--- config.mk ---
export PLATFORM = sky130hd
export DESIGN_NAME = rr_addsub
export DESIGN_NICKNAME = d
export VERILOG_FILES = /design/src/rtl/addsub_pkg.sv /design/src/rtl/addsub_decode.sv /design/src/rtl/addsub_operands.sv /design/src/rtl/addsub_ripple.sv /design/src/rtl/rr_addsub.sv
export SDC_FILE = /design/constraint.sdc
export NUM_CORES = 1
export LEC_CHECK = 0
export BUFFER_PORTS_ARGS = -buffer_cell sky130_fd_sc_hd__clkbuf_2
export CAP_MARGIN = 10
export CORE_UTILIZATION = 30
export CTS_CLUSTER_DIAMETER = 60
export DETAILED_ROUTE_END_ITERATION = 10
export GPL_ROUTABILITY_DRIVEN = 0
export MAX_ROUTING_LAYER = met4
export SETUP_SLACK_MARGIN = 0.2
export SLEW_MARGIN = 5
export SYNTH_ARGS = -nofsm -noshare
export SYNTH_HDL_FRONTEND = slang
export SYNTH_SLANG_ARGS = --single-unit
--- constraint.sdc ---
create_clock -name clk -period 3.1 [get_ports clk]
set_input_delay 0.155 -clock clk [delete_from_list [all_inputs] [get_ports clk]]
set_output_delay 0.155 -clock clk [all_outputs]
set_load 0.03 [all_outputs]
--- src/rtl/addsub_pkg.sv ---
package addsub_pkg;

    parameter int unsigned OPW = 4;

    typedef enum logic [OPW-1:0] {
        OP_NOP   = 4'd0,
        OP_ADD   = 4'd1,
        OP_SUB   = 4'd2,
        OP_INCA  = 4'd3,
        OP_DECA  = 4'd4,
        OP_ONESB = 4'd5,
        OP_TWOSB = 4'd6,
        OP_MOVB  = 4'd7,
        OP_MOVA  = 4'd8
    } op_e;

    typedef struct packed {
        logic gate_a;
        logic gate_b;
        logic invert_b;
        logic carry_in;
        logic write_a;
    } ctl_s;

endpackage

--- src/rtl/addsub_decode.sv ---
module addsub_decode
    import addsub_pkg::*;
(
    input  logic           valid,
    input  logic [OPW-1:0] code,
    output ctl_s           ctl
);

    always_comb begin
        ctl = '0;
        case (code)
            OP_ADD:   ctl = '{gate_a: 1'b1, gate_b: 1'b1, invert_b: 1'b0, carry_in: 1'b0, write_a: 1'b1};
            OP_SUB:   ctl = '{gate_a: 1'b1, gate_b: 1'b1, invert_b: 1'b1, carry_in: 1'b1, write_a: 1'b1};
            OP_INCA:  ctl = '{gate_a: 1'b1, gate_b: 1'b0, invert_b: 1'b0, carry_in: 1'b1, write_a: 1'b1};
            OP_DECA:  ctl = '{gate_a: 1'b1, gate_b: 1'b0, invert_b: 1'b1, carry_in: 1'b0, write_a: 1'b1};
            OP_ONESB: ctl = '{gate_a: 1'b0, gate_b: 1'b1, invert_b: 1'b1, carry_in: 1'b0, write_a: 1'b1};
            OP_TWOSB: ctl = '{gate_a: 1'b0, gate_b: 1'b1, invert_b: 1'b1, carry_in: 1'b1, write_a: 1'b1};
            OP_MOVB:  ctl = '{gate_a: 1'b0, gate_b: 1'b1, invert_b: 1'b0, carry_in: 1'b0, write_a: 1'b1};
            OP_MOVA:  ctl = '{gate_a: 1'b1, gate_b: 1'b0, invert_b: 1'b0, carry_in: 1'b0, write_a: 1'b1};
            default:  ctl = '0;
        endcase
        if (!valid) begin
            ctl.write_a = 1'b0;
        end
    end

endmodule

--- src/rtl/addsub_operands.sv ---
// Operand conditioning: AND gating on both paths, then XOR inversion on B.
module addsub_operands #(
    parameter int unsigned W = 4
) (
    input  logic [W-1:0] a_in,
    input  logic [W-1:0] b_in,
    input  logic         gate_a,
    input  logic         gate_b,
    input  logic         invert_b,
    output logic [W-1:0] a_op,
    output logic [W-1:0] b_op
);

    for (genvar i = 0; i < W; i++) begin : g_bit
        assign a_op[i] = a_in[i] & gate_a;
        assign b_op[i] = (b_in[i] & gate_b) ^ invert_b;
    end

endmodule

--- src/rtl/addsub_ripple.sv ---
module addsub_ripple #(
    parameter int unsigned W = 4
) (
    input  logic [W-1:0] x,
    input  logic [W-1:0] y,
    input  logic         cin,
    output logic [W-1:0] sum,
    output logic         cout
);

    logic [W:0] carry;
    assign carry[0] = cin;

    for (genvar i = 0; i < W; i++) begin : g_fa
        assign sum[i]     = x[i] ^ y[i] ^ carry[i];
        assign carry[i+1] = (x[i] & y[i]) | (carry[i] & (x[i] ^ y[i]));
    end

    assign cout = carry[W];

endmodule

--- src/rtl/rr_addsub.sv ---
module rr_addsub
    import addsub_pkg::*;
#(
    parameter int unsigned W = 4
) (
    input  logic           clk,
    input  logic           rst,
    input  logic           op_valid,
    input  logic [OPW-1:0] op_code,
    input  logic           ld_a,
    input  logic [W-1:0]   din_a,
    input  logic           ld_b,
    input  logic [W-1:0]   din_b,
    output logic [W-1:0]   ra_q,
    output logic [W-1:0]   rb_q,
    output logic           cy_q
);

    typedef struct packed {
        logic [W-1:0] ra;
        logic [W-1:0] rb;
        logic         cy;
    } state_s;

    state_s state_d, state_q;
    ctl_s   ctl;
    logic [W-1:0] a_op, b_op, sum;
    logic         cout;

    addsub_decode u_dec (
        .valid (op_valid),
        .code  (op_code),
        .ctl   (ctl)
    );

    addsub_operands #(.W(W)) u_opnd (
        .a_in     (state_q.ra),
        .b_in     (state_q.rb),
        .gate_a   (ctl.gate_a),
        .gate_b   (ctl.gate_b),
        .invert_b (ctl.invert_b),
        .a_op     (a_op),
        .b_op     (b_op)
    );

    addsub_ripple #(.W(W)) u_add (
        .x    (a_op),
        .y    (b_op),
        .cin  (ctl.carry_in),
        .sum  (sum),
        .cout (cout)
    );

    always_comb begin
        state_d = state_q;
        if (ld_b) begin
            state_d.rb = din_b;
        end
        if (ld_a) begin
            state_d.ra = din_a;
        end else if (ctl.write_a) begin
            state_d.ra = sum;
            state_d.cy = cout;
        end
        if (rst) begin
            state_d = '0;
        end
    end

    always_ff @(posedge clk) begin
        state_q <= state_d;
    end

    assign ra_q = state_q.ra;
    assign rb_q = state_q.rb;
    assign cy_q = state_q.cy;

endmodule

==> results.sh, run 1 <==
export IMPL_cpMaxStageDelayCell="fa_1"
export IMPL_grt_use_met2_pct=19.4
export IMPL_ir_worst_vdd_uv=222
export IMPL_cts_tree="built"
export IMPL_cts_hold_buf=0
export IMPL_ys_warn_count=0
export IMPL_layout_commonest_cell="clkbuf_2"
export IMPL_slew_viol_final=0
export IMPL_layout_drive_gt1_share_pct=35.6
export IMPL_criticalPathCategory="primary input to register"
export IMPL_max_freq_mhz=376
export IMPL_p_leak_nw=0.427
export IMPL_ys_seq_area_share_pct=26.2
export IMPL_antenna_found_initial=0
export IMPL_max_slew_margin_pct=77.9
export IMPL_core_area_um2=2060
export IMPL_track_usage_pct=12.3
export IMPL_cp_depth=15
export IMPL_setup_tns_ns=0
export IMPL_die_h_um=49.9
export IMPL_end_kind="register"
export IMPL_yosysTopAreaCellShare_pct=26.2
export IMPL_post_cts_setup_buffers=0
export IMPL_grt_pass1_wl_um=2340
export IMPL_startpoint="op_code[0]"
export IMPL_io_pins=26
export IMPL_syn_inst=74
export IMPL_power_switching_uw=100
export IMPL_layout_common_cells="25 x clkbuf_2, 10 x nor2_1, 9 x dfxtp_1, 8 x mux2i_1"
export IMPL_drt_wirelength_per_cell_um=9.77
export IMPL_critical_path_endpoint="ra_q[3]"
export IMPL_syn_num_nets=98
export IMPL_pwr_share_comb_pct=30.5
export IMPL_nets=129
export IMPL_yosys_top_cells_area="dfxtp_1 26%, fa_1 12%, mux2i_1 12%"
export IMPL_dp_hpwl_um=1080
export IMPL_die_w_um=49.9
export IMPL_clk_latency_ns=0.25
export IMPL_internal_power_uw=213
export IMPL_synth_top_cell_by_area="dfxtp_1"
export IMPL_crit_path_cell_trace="clkbuf_2, inv_1, ha_1, nand2b_1, a21oi_2, nand2_1, xnor2_1, fa_2, fa_1, inv_1, fa_1, inv_1, fa_1, mux2i_1, a211oi_1"
export IMPL_viasPerCell=4.70
export IMPL_power_frac_seq_pct=40.9
export IMPL_reg2reg_depth=10
export IMPL_clock_skew_ns=0.000824
export IMPL_final_hold_violation_count=0
export IMPL_critPathMaxFanout=3
export IMPL_netlist_area_um2=688
export IMPL_synth_cell_types=25
export IMPL_drc_errors=0
export IMPL_vias=616
export IMPL_power_density_nw_per_um2=350
export IMPL_fill_cells=220
export IMPL_cap_violations=0
export IMPL_cts_buffers=3
export IMPL_htree_num_levels=1
export IMPL_crit_buf_inv=4
export IMPL_ant_nets=0
export IMPL_worst_slew_pin_slew_ns=0.331
export IMPL_clkPwrFrac_pct=28.6
export IMPL_regToRegEndpoint="ra_q[3]"
export IMPL_port_buffer_count=25
export IMPL_firstDrtPassIters=4
export IMPL_num_antenna_cells=0
export IMPL_avgSynthCellArea_um2=9.30
export IMPL_r2r_slack_ns=0.70
export IMPL_setup_viol=0
export IMPL_design_die_area_um2=2490
export IMPL_setup_ws_ns=0.438
export IMPL_drt_iter0_markers=7
export IMPL_rsz0062_at_grt="false"
export IMPL_busiest_layer="met2"
export IMPL_crit_path_start_kind="primary input"
export IMPL_grt_overflow=0
export IMPL_switching_share_pct=31.9
export IMPL_rr_startpoint="rb_q[0]"
export IMPL_grt_start_max_net_pins=11
export IMPL_root_buffer="clkbuf_4"
export IMPL_wl_um=1280
export IMPL_rows=16
export IMPL_yosys_register_bits=9
export IMPL_use_met3_pct=1.85
export IMPL_status="complete, no violations"
export IMPL_critPathTopFamily="adder cells"
export IMPL_clock_path_buffers=2
export IMPL_seq_area_um2=180
export IMPL_cts_num_sinks=9
export IMPL_clkSlewWorstSetupHoldPaths_ns=0.06
export IMPL_pre_cts_ws_ns=0.0761
export IMPL_period_share_pct=85.9
export IMPL_use_met1_pct=15.9
export IMPL_multi_input_area_um2=484
export IMPL_required_ns=3.27
export IMPL_start_util_pct=33.4
export IMPL_crit_arrival_ns=2.83
export IMPL_slowest_delay_ns=0.47
export IMPL_syn_to_final_growth_pct=30.0
export IMPL_fin_crit_ns=2.66
export IMPL_hold_class="primary input to register"
export IMPL_grt_pass1_vias=590
flip-flops by register name (all words and copies together) (netlist names):
name,count
ra_q,4
rb_q,4
cy_q,1
cell usage after synthesis (all sizes together):
| cell type | count |
|---|---|
| a41o | 1 |
| nor4b | 2 |
| a311o | 1 |
| clkbuf | 2 |
| xor2 | 1 |
| a21oi | 3 |
| mux2i | 8 |
| nand2b | 3 |
| dfxtp | 9 |
| and2 | 3 |
| ha | 3 |
| nor2b | 1 |
| nand4b | 1 |
| a211oi | 4 |
| inv | 6 |
| fa | 4 |
| nor2 | 10 |
| xnor2 | 3 |
| nand2 | 6 |
| o21ai | 2 |
| nand3b | 1 |
power groups by stage:
stage | sequential (mW) | clock (mW) | combinational (mW)
2_1_floorplan | 0.145 | 0 | 0.0478
3_3_place_gp | 0.131 | 0 | 0.0945
3_5_place_dp | 0.131 | 0 | 0.0952
4_1_cts | 0.128 | 0.0911 | 0.0962
5_1_grt | 0.129 | 0.0977 | 0.108
6_report | 0.128 | 0.0895 | 0.0956
timing repair:
item	in CTS	in global routing
hold endpoints to repair	0	0
gates resized for setup	0	2
endpoints found under the setup margin	0	1
worst reg2reg max path: stages (launching register included):
cell	delay [ns]
dfxtp_1	0.35
nand2_1	0.07
xnor2_1	0.14
fa_2	0.37
fa_1	0.36
inv_1	0.07
fa_1	0.15
inv_1	0.05
fa_1	0.47
mux2i_1	0.07
a211oi_1	0.23
logic make-up after synthesis:
kind of cell	synth area share, %
adder cells (fa/ha/maj)	17.1
AND/OR/NAND/NOR	21.3
buffers and inverters	4.36
flip-flops	26.2
XOR/XNOR	5.09
multiplexers	11.6
AO/OA/AOI/OAI	14.4
metrics by stage:
stage	power [mW]	utilization (%)	cells	cell area, um2	hold slack (ns)
global route	0.335	43.4	131	895	0.149
detailed placement	0.226	41.8	127	862	0.402
global placement	0.225	41.8	127	862	0.391
finish	0.313	43.4	131	895	0.137
floorplan	0.192	-	74	688	0.302
CTS	0.316	43.1	131	888	0.137
final cells by class:
class	count	area share, %
repair buffers	28	16.5
well taps	27	3.78
clock buffers	4	2.94
inverters	6	2.52
multi-input cells	57	54.1
flip-flops and latches	9	20.1
metal layers:
metal	wire length, um	up-vias
li1	-	309
met1	586	285
met2	629	20
met3	57	2
met4	8	0
met5	0	-
worst min path at each step:
stage                        start       to  slack, ns  cells past startpoint
after detailed placement  din_b[2]  rb_q[2]       0.40                      3
final                     din_b[2]  rb_q[2]       0.14                      3
after global routing      din_a[2]  ra_q[2]       0.15                      2
after global placement    din_b[3]  rb_q[3]       0.39                      3
after floorplan           din_b[0]  rb_q[0]       0.30                      2
after CTS                 din_b[2]  rb_q[2]       0.14                      3
(Power assumes the default switching activity.)
==> run 2: changes to the inputs <==
--- a/config.mk
+++ b/config.mk
@@ -11,7 +11,9 @@
 export CTS_CLUSTER_DIAMETER = 60
 export DETAILED_ROUTE_END_ITERATION = 10
 export GPL_ROUTABILITY_DRIVEN = 0
+export GPL_TIMING_DRIVEN = 0
 export MAX_ROUTING_LAYER = met4
+export RECOVER_POWER = 25
 export SETUP_SLACK_MARGIN = 0.2
 export SLEW_MARGIN = 5
 export SYNTH_ARGS = -nofsm -noshare
==> run 2 against run 1 <==
Non-clock buffer count is the same; highest routed layer unchanged; flip-flop and latch count unchanged; global-route usage rose by 0.099 points; cell count unchanged; fmax is 2.0% lower; combinational power grew 3.6%; worst setup slack lost 0.053 ns; power increased by 1.8%; sequential power about the same; die area did not move; critical endpoint unchanged; routed wire length up 4.4%.
==> results.sh, run 2 (synthesized netlist as in run 1, its figures left out) <==
export IMPL_status="complete, no violations"
export IMPL_min_path_cells=3
export IMPL_ant_nets=0
export IMPL_slew_viol_final=0
export IMPL_cts_tree="built"
export IMPL_final_hold_violation_count=0
export IMPL_criticalPathCategory="primary input to register"
export IMPL_crit_path_cell_trace="clkbuf_2, inv_1, ha_1, nand2b_1, a21oi_4, nand2_1, xnor2_1, fa_2, fa_1, inv_1, fa_1, inv_1, fa_1, mux2i_1, a211oi_2"
export IMPL_track_usage_pct=12.4
export IMPL_die_h_um=49.9
export IMPL_start_util_pct=33.4
export IMPL_layout_commonest_cell="clkbuf_2"
export IMPL_clock_skew_ns=0.00433
export IMPL_drc_errors=0
export IMPL_power_frac_seq_pct=40.2
export IMPL_fin_crit_ns=2.72
export IMPL_setup_tns_ns=0
export IMPL_crit_path_start_kind="primary input"
export IMPL_place_area_um2=837
export IMPL_cts_hold_buf=0
export IMPL_antenna_found_initial=0
export IMPL_die_w_um=49.9
export IMPL_nets=129
export IMPL_cts_buffers=3
export IMPL_worst_slew_pin_slew_ns=0.479
export IMPL_power_switching_uw=104
export IMPL_io_pins=26
export IMPL_switching_share_pct=32.6
export IMPL_layout_common_cells="22 x clkbuf_2, 10 x nor2_1, 9 x dfxtp_1, 8 x mux2i_1"
export IMPL_required_ns=3.23
export IMPL_viasPerCell=4.69
export IMPL_critPathMaxFanout=3
export IMPL_grt_pass1_vias=541
export IMPL_clkSlewWorstSetupHoldPaths_ns=0.06
export IMPL_wl_um=1340
export IMPL_clock_path_buffers=2
export IMPL_internal_power_uw=215
export IMPL_drt_iter0_markers=7
export IMPL_grt_start_max_net_pins=11
export IMPL_dp_hpwl_um=1080
export IMPL_rows=16
export IMPL_grt_pass1_wl_um=2250
export IMPL_syn_to_final_growth_pct=31.8
export IMPL_clkPwrFrac_pct=28.7
export IMPL_max_freq_mhz=368
export IMPL_num_antenna_cells=0
export IMPL_pwr_share_comb_pct=31.0
export IMPL_critPathTopFamily="adder cells"
export IMPL_grt_overflow=0
export IMPL_period_share_pct=87.6
export IMPL_crit_arrival_ns=2.85
export IMPL_root_buffer="clkbuf_4"
export IMPL_cpMaxStageDelayCell="fa_1"
export IMPL_htree_num_levels=1
export IMPL_power_density_nw_per_um2=352
export IMPL_cap_violations=0
export IMPL_clk_latency_ns=0.26
export IMPL_stdcell_area_um2=907
export IMPL_end_kind="register"
export IMPL_p_leak_nw=0.424
export IMPL_cts_num_sinks=9
export IMPL_core_area_um2=2060
export IMPL_cp_depth=15
export IMPL_rsz0062_at_grt="false"
export IMPL_ir_worst_vdd_uv=182
export IMPL_max_slew_margin_pct=68.1
export IMPL_hold_class="primary input to register"
export IMPL_drt_wirelength_per_cell_um=10.2
export IMPL_vias=615
export IMPL_crit_buf_inv=4
export IMPL_reg2reg_depth=10
export IMPL_layout_drive_gt1_share_pct=34.6
export IMPL_slowest_delay_ns=0.43
export IMPL_setup_viol=0
export IMPL_design_die_area_um2=2490
export IMPL_firstDrtPassIters=4
export IMPL_fin_hold_ws_ns=0.128
export IMPL_port_buffer_count=23
==> run 2: cell count changes in the layout (fill, tap and decap cells not counted) <==
cell / delta
clkbuf_2: -3
a21oi_4: +1
a21oi_2: -1
a211oi_1: -1
clkbuf_4: +1
a211oi_2: +1
clkbuf_1: +2
==> run 2: final cells by class <==
class,instances,area (um2)
Timing Repair Buffer,26,140
Multi-Input combinational cell,57,497
Buffer,2,7.51
Sequential cell,9,180
Inverter,6,22.5
Fill cell,213,1150
Tap cell,27,33.8
Clock buffer,4,26.3
==> run 2: worst reg2reg max path: cells and delay by family, from the launching register on <==
| kind | cells | cell delay (ns) |
|---|---|---|
| adders and majority gates | 4 | 1.33 |
| and+or+nand+nor | 1 | 0.07 |
| muxes | 1 | 0.17 |
| DFF | 1 | 0.35 |
| AOI/OAI and AO/OA | 1 | 0.08 |
| buffers and inverters | 2 | 0.13 |
| xor gates and xnor gates | 1 | 0.14 |
==> run 2: path summary, 6_finish.rpt <==
kind                                  from       to  slack [ns]
worst min-delay path              din_b[2]  rb_q[2]        0.13
worst min register to register     rb_q[3]  rb_q[3]        0.53
worst max register to register     rb_q[0]  ra_q[3]        0.71
worst max-delay path            op_code[0]  ra_q[3]        0.38
==> run 2: power groups by stage <==
stage,Clock [mW],Combinational (mW),Sequential (mW)
floorplan,0,0.0478,0.145
global placement,0,0.0900,0.131
detailed placement,0,0.0920,0.131
CTS,0.0953,0.0932,0.128
global route,0.103,0.111,0.129
finish,0.0917,0.0990,0.128
==> run 2: metrics by stage <==
stage | cells | utilization, % | total power [mW] | setup slack, ns
after CTS | 128 | 42.1 | 0.317 | 0.221
after floorplan | 74 | - | 0.192 | 0.255
final | 131 | 44.0 | 0.319 | 0.384
after detailed placement | 124 | 40.6 | 0.223 | -0.143
after global placement | 124 | 40.6 | 0.221 | -0.0560
after global routing | 131 | 44.0 | 0.343 | 0.186
==> run 2: layer usage <==
metal  vias up  routed length [um]  GRT usage, %
met5         -                   0             -
met4         0                  25          7.14
met3         4                  75          2.78
met2        17                 624          19.1
met1       284                 611          14.7
li1        310                   -             -
==> run 2: repair_timing <==
action                     CTS  global route
gates cloned                 0             0
setup endpoints to repair    1             1
pin swaps                    0             2
resized for setup            1             5
setup buffers                0             3
